[src/rtl/dq_pkg.sv]
package dq_pkg;
  localparam int unsigned COEF_W  = 16;
  localparam int unsigned N_COEF  = 16;
  localparam int unsigned ROW_LEN = 4;
  localparam int unsigned QP_W    = 6;
  localparam int unsigned FACT_W  = 16;
  localparam int unsigned SH_W    = 4;
  localparam int unsigned PER_W   = 3;
  localparam int unsigned QP_MAX  = 51;

  typedef enum logic [1:0] {CLS_EE = 2'd0, CLS_OO = 2'd1, CLS_MIX = 2'd2} cls_e;

  function automatic logic [4:0] base_factor(input logic [PER_W-1:0] per, input cls_e c);
    logic [4:0] v;
    case (per)
      3'd0:    v = (c == CLS_EE) ? 5'd10 : (c == CLS_OO) ? 5'd16 : 5'd13;
      3'd1:    v = (c == CLS_EE) ? 5'd11 : (c == CLS_OO) ? 5'd18 : 5'd14;
      3'd2:    v = (c == CLS_EE) ? 5'd13 : (c == CLS_OO) ? 5'd20 : 5'd16;
      3'd3:    v = (c == CLS_EE) ? 5'd14 : (c == CLS_OO) ? 5'd23 : 5'd18;
      3'd4:    v = (c == CLS_EE) ? 5'd16 : (c == CLS_OO) ? 5'd25 : 5'd20;
      default: v = (c == CLS_EE) ? 5'd18 : (c == CLS_OO) ? 5'd29 : 5'd23;
    endcase
    return v;
  endfunction

  function automatic cls_e pos_class(input int unsigned k);
    logic r_odd, c_odd;
    r_odd = ((k / ROW_LEN) % 2) == 1;
    c_odd = ((k % ROW_LEN) % 2) == 1;
    if (!r_odd && !c_odd) return CLS_EE;
    if (r_odd && c_odd)   return CLS_OO;
    return CLS_MIX;
  endfunction
endpackage

[src/rtl/dq_qp_split.sv]
module dq_qp_split
  import dq_pkg::*;
#(
  parameter int unsigned QW  = QP_W,
  parameter int unsigned SW  = SH_W,
  parameter int unsigned PW  = PER_W,
  parameter int unsigned MAX = QP_MAX
) (
  input  logic [QW-1:0] qp_i,
  output logic [SW-1:0] shift_o,
  output logic [PW-1:0] period_o
);
  localparam int unsigned N_STEP = MAX / 6;

  logic [QW-1:0] base;

  // compare chain instead of a divider
  always_comb begin
    shift_o = '0;
    base    = '0;
    for (int unsigned i = 1; i <= N_STEP; i++) begin
      if (qp_i >= QW'(6 * i)) begin
        shift_o = SW'(i);
        base    = QW'(6 * i);
      end
    end
    period_o = PW'(qp_i - base);
  end
endmodule

[src/rtl/dq_factor_gen.sv]
module dq_factor_gen
  import dq_pkg::*;
#(
  parameter int unsigned FW = FACT_W,
  parameter int unsigned SW = SH_W,
  parameter int unsigned PW = PER_W
) (
  input  logic [PW-1:0]         period_i,
  input  logic [SW-1:0]         shift_i,
  output logic [2:0][FW-1:0]    fact_o
);
  localparam cls_e CLS_LIST [3] = '{CLS_EE, CLS_OO, CLS_MIX};

  for (genvar c = 0; c < 3; c++) begin : g_cls
    assign fact_o[c] = FW'(base_factor(period_i, CLS_LIST[c])) << shift_i;
  end
endmodule

[src/rtl/dq_pair.sv]
module dq_pair
  import dq_pkg::*;
#(
  parameter int unsigned CW  = COEF_W,
  parameter int unsigned FW  = FACT_W,
  parameter int unsigned IDX = 0
) (
  input  logic [2*CW-1:0]       word_i,
  input  logic [2:0][FW-1:0]    fact_i,
  output logic [2*CW-1:0]       word_o
);
  localparam int unsigned PRW = CW + FW + 1;

  for (genvar j = 0; j < 2; j++) begin : g_lane
    localparam cls_e CLS = pos_class(2 * IDX + j);
    logic signed [CW-1:0]  coef;
    logic signed [FW:0]    fact;
    logic signed [PRW-1:0] prod;
    assign coef = word_i[j*CW +: CW];
    assign fact = {1'b0, fact_i[CLS]};
    assign prod = PRW'(coef) * PRW'(fact);
    assign word_o[j*CW +: CW] = prod[CW-1:0];
  end
endmodule

[src/rtl/dequant4x4.sv]
module dequant4x4
  import dq_pkg::*;
#(
  parameter int unsigned CW = COEF_W,
  parameter int unsigned NC = N_COEF,
  parameter int unsigned QW = QP_W,
  parameter int unsigned FW = FACT_W
) (
  input  logic             clk_i,
  input  logic             rst_ni,
  input  logic             in_valid_i,
  output logic             in_ready_o,
  input  logic [QW-1:0]    qp_i,
  input  logic [NC*CW-1:0] coef_i,
  output logic             out_valid_o,
  input  logic             out_ready_i,
  output logic [NC*CW-1:0] coef_o
);
  localparam int unsigned NPAIR = NC / 2;
  localparam int unsigned WW    = 2 * CW;

  logic [SH_W-1:0]    shift;
  logic [PER_W-1:0]   period;
  logic [2:0][FW-1:0] fact;
  logic [NC*CW-1:0]   scaled;
  logic               accept;

  dq_qp_split #(.QW(QW)) u_split (
    .qp_i     (qp_i),
    .shift_o  (shift),
    .period_o (period)
  );

  dq_factor_gen #(.FW(FW)) u_fact (
    .period_i (period),
    .shift_i  (shift),
    .fact_o   (fact)
  );

  for (genvar p = 0; p < NPAIR; p++) begin : g_pair
    dq_pair #(.CW(CW), .FW(FW), .IDX(p)) u_pair (
      .word_i (coef_i[p*WW +: WW]),
      .fact_i (fact),
      .word_o (scaled[p*WW +: WW])
    );
  end

  assign in_ready_o = !out_valid_o || out_ready_i;
  assign accept     = in_valid_i && in_ready_o;

  always_ff @(posedge clk_i or negedge rst_ni) begin
    if (!rst_ni) begin
      out_valid_o <= 1'b0;
    end else if (accept) begin
      out_valid_o <= 1'b1;
    end else if (out_ready_i) begin
      out_valid_o <= 1'b0;
    end
  end

  always_ff @(posedge clk_i or negedge rst_ni) begin
    if (!rst_ni) begin
      coef_o <= '0;
    end else if (accept) begin
      coef_o <= scaled;
    end
  end
endmodule

[config.mk]
export PLATFORM = sky130hd
export DESIGN_NAME = dequant4x4
export DESIGN_NICKNAME = d
export VERILOG_FILES = /design/src/rtl/dq_pkg.sv /design/src/rtl/dq_qp_split.sv /design/src/rtl/dq_factor_gen.sv /design/src/rtl/dq_pair.sv /design/src/rtl/dequant4x4.sv
export SDC_FILE = /design/constraint.sdc
export NUM_CORES = 2
export LEC_CHECK = 0
export BUFFER_PORTS_ARGS = -buffer_cell sky130_fd_sc_hd__buf_4
export CAP_MARGIN = 40
export CORE_MARGIN = 5
export CORE_UTILIZATION = 50
export CTS_CLUSTER_DIAMETER = 80
export DETAILED_ROUTE_END_ITERATION = 16
export PLACE_DENSITY = 0.67
export SYNTH_ARGS = -nofsm -noshare
export SYNTH_HDL_FRONTEND = slang
export SYNTH_SLANG_ARGS = --single-unit
[constraint.sdc]
create_clock -name clk_i -period 3.3 [get_ports clk_i]
set_input_delay 0.495 -clock clk_i [delete_from_list [all_inputs] [get_ports clk_i]]
set_output_delay 0.495 -clock clk_i [all_outputs]
set_load 0.01 [all_outputs]
==> results.sh <==
export IMPL_end_kind="register"
export IMPL_min_path_type="in -> reg"
export IMPL_numCtsBuffers=40
export IMPL_postRouteAntennaNets=0
export IMPL_yosys_most_used_dff="dfrtp_1"
export IMPL_gp_congestion=0.9488
export IMPL_vias_per_cell=5.145
export IMPL_worstSetupStartpointType="input pin"
export IMPL_synth_simple_gate_area_frac=0.1675
export IMPL_fmax_mhz=130.3
export IMPL_fin_ws_ns=-4.377
export IMPL_dieWidth_um=399.3
export IMPL_clkLatencyLatePin_ns=0.64
export IMPL_worstSetupPathType="in -> reg"
export IMPL_synth_top_family_by_area="adder cells"
export IMPL_ir_worst_vdd_mv=1.168
export IMPL_cp_max_fo=6
export IMPL_yosysTopAreaCellShare=0.3339
export IMPL_yosysUniqueCellTypes=104
export IMPL_synthCells=8841
export IMPL_cp_common_cell="fa_1"
export IMPL_synth_edf_count=0
export IMPL_maxSlewHeadroom=0.3583
export IMPL_status="finished, violations left"
export IMPL_max_stage_delay_ns=0.56
export IMPL_syn_area_per_cell_um2=8.573
export IMPL_core_area_mm2=0.1503
export IMPL_groute_usage_overall=0.3038
export IMPL_rsz0062_at_grt="yes"
export IMPL_htreeDepth=2
export IMPL_violations="setup timing"
export IMPL_synthTopCellsByArea="fa_1 33%, ha_1 16%, inv_1 10%"
export IMPL_io_pins=524
export IMPL_cts_buffer_depth=3
export IMPL_cts_tree="yes"
export IMPL_post_route_util=0.6557
export IMPL_synth_warnings=0
export IMPL_synthArstFlopShare=1.000
export IMPL_fin_crit_sh=2.326
export IMPL_grt_max_degree=112
export IMPL_routed_wl_mm=239.2
export IMPL_area_delta_synth_final_pct=30.04
export IMPL_crit_arrival_ns=8.22
export IMPL_maxCapViolCount=0
export IMPL_routed_via_count=64630
export IMPL_finClkSkew_ns=0.04165
export IMPL_ys_ff_latch=257
export IMPL_setup_violations=238
export IMPL_yosys_area_share_xor_xnor=0.06587
export IMPL_dp_hpwl_mm=194.9
export IMPL_leakage_nw=51.83
export IMPL_register_area_mm2=0.006431
export IMPL_avgRoutedWirePerCell_um=19.04
export IMPL_multi_input_area_mm2=0.06382
export IMPL_port_buffers=523
export IMPL_fin_nets=12990
export IMPL_clock_sinks=257
export IMPL_row_count=142
export IMPL_crit_required_ns=3.84
export IMPL_dp_worst_setup_slack_ns=-5.494
export IMPL_powerDensity_mw_per_mm2=860.7
export IMPL_cts_root_buf="clkbuf_16"
export IMPL_synthMuxAreaShare=0.0008089
export IMPL_synth_top_cell_by_area="fa_1"
export IMPL_grt_ovfl_total=0
export IMPL_critPathSlowestCell="fa_1"
export IMPL_yosysSeqAreaShare=0.08485
export IMPL_hold_viol_final=0
export IMPL_drive_gt1_frac=0.2651
export IMPL_slew_violations=0
export IMPL_initial_core_util=0.5043
export IMPL_drc=0
export IMPL_fill_cells=12490
export IMPL_grt_pass1_vias=70070
export IMPL_grt_first_pass_wirelength_mm=380.9
export IMPL_die_h_um=399.3
export IMPL_tns_ns=-674.10
export IMPL_worst_pin_slew_ns=0.9625
export IMPL_dr_pass1_iters=5
export IMPL_period_needed_ns=7.677
export IMPL_fp_dieArea_mm2=0.1595
export IMPL_antenna_found_initial=33
export IMPL_syn_cell_area_mm2=0.07579
export IMPL_initialDrtViolationCount=3890
export IMPL_synth_compound_area_share=0.06080
export IMPL_synth_adder_area_share=0.4953
export IMPL_clkTransAtPathRegs_ns=0.06
## worst max-delay path: cells and delay by family
kind | cells | cell delay (ns)
AO/OA/AOI/OAI | 5 | 1.27
AND/OR/NAND/NOR | 7 | 1.18
XOR/XNOR | 1 | 0.36
buffers and inverters | 14 | 1.43
adder cells (fa/ha/maj) | 8 | 3.45
## logic make-up (layout without fill, tap and decap cells)
logic type      after synthesis  after routing
flops                       257            257
simple gates               2625           2626
xor+xnor                    510            510
fa+ha+maj                  2242           2242
buf+inv                    2487           4115
mux                           6              6
other cells                   2             78
compound gates              712            712
## per-stage QoR
step           hold WS (ns)  cell area [um2]  cells  total power [mW]
2_1_floorplan        0.1994            78240   8887             48.93
3_3_place_gp         0.4605            93070  12280             72.65
3_5_place_dp         0.4635            93070  12280             74.16
4_1_cts             0.03235            97400  12500             83.23
5_1_grt             0.06008            98540  12560             93.48
6_report            0.08989            98560  12560             84.83
## repair_timing
action | 4_1_cts | 5_1_grt
hold buffers | 1 | 0
hold endpoints to repair | 36 | 0
resized for setup | 402 | 204
cloned | 6 | 3
pin swaps | 306 | 185
endpoints found under the setup margin | 238 | 242
setup buffers | 148 | 35
## registers in the layout (all words and copies together), names as in the netlist
| signal | cells |
|---|---|
| coef_o | 256 |
| out_valid_o | 1 |
## final timing paths
path,from,endpoint,slack (ns),cells after the start
min,in_valid_i,out_valid_o,0.09,2
min reg2reg,coef_o[84],coef_o[84],0.47,2
max reg2reg,out_valid_o,coef_o[22],1.50,5
max in group asynchronous,rst_ni,coef_o[60],1.89,3
min in group asynchronous,rst_ni,coef_o[222],0.51,2
max,qp_i[5],coef_o[207],-4.38,35
## layer usage
layer	part of all wire	GRT usage	vias up	wire (um)
met4	0.042	0.1146	6	10120
met5	0.00017	0	-	40
met1	0.40	0.3880	32280	95650
met3	0.074	0.05438	503	17620
met2	0.48	0.5159	2126	115800
li1	-	-	29720	-
## cell usage in the layout (no fill, tap or decap), drive strengths merged, types with 30 or more instances in the layout
cell	Yosys	layout
inv	2056	2062
buf	68	1979
nand2	1427	1427
fa	1264	1264
ha	977	977
and2	800	800
xnor2	383	383
dfrtp	257	257
o21ai	240	240
a21oi	158	158
and3	119	119
xor2	89	89
o21bai	67	67
nor2	64	64
nand2b	52	52
clkbuf	362	50
conb	2	48
a22oi	44	44
nor2b	43	43
a21o	40	40
nand3	40	40
xnor3	36	36
nor3	31	31
diode	0	30
## report_power, final
group          switching (mW)  internal, mW  leakage, nW
registers               0.888          4.47         3.27
clock network            1.93          2.58        0.672
logic                    37.3          37.7         47.9
## layout make-up
type | count | share of cell area
multi-input combinational | 6144 | 0.6475
timing repair buffer | 1985 | 0.1683
inverter | 2057 | 0.07853
sequential | 257 | 0.06525
tap | 2016 | 0.02559
clock buffer | 48 | 0.01107
clock inverter | 25 | 0.002958
antenna | 30 | 0.0007617
## cells in the mapped netlist (18+ instances only)
master       n
a21o_1      40
a21oi_1    156
a22oi_1     41
and2_1     799
and3_1     119
buf_1       34
clkbuf_1   362
dfrtp_1    257
fa_1      1264
ha_1       977
inv_1     2054
nand2_1   1426
nand2b_1    52
nand3_1     40
nor2_1      64
nor2b_1     42
nor3_1      30
o21a_1      18
o21ai_0    222
o21bai_1    67
xnor2_1    383
xnor3_1     36
xor2_1      89
No activity file was read; power rests on OpenSTA's default activity.
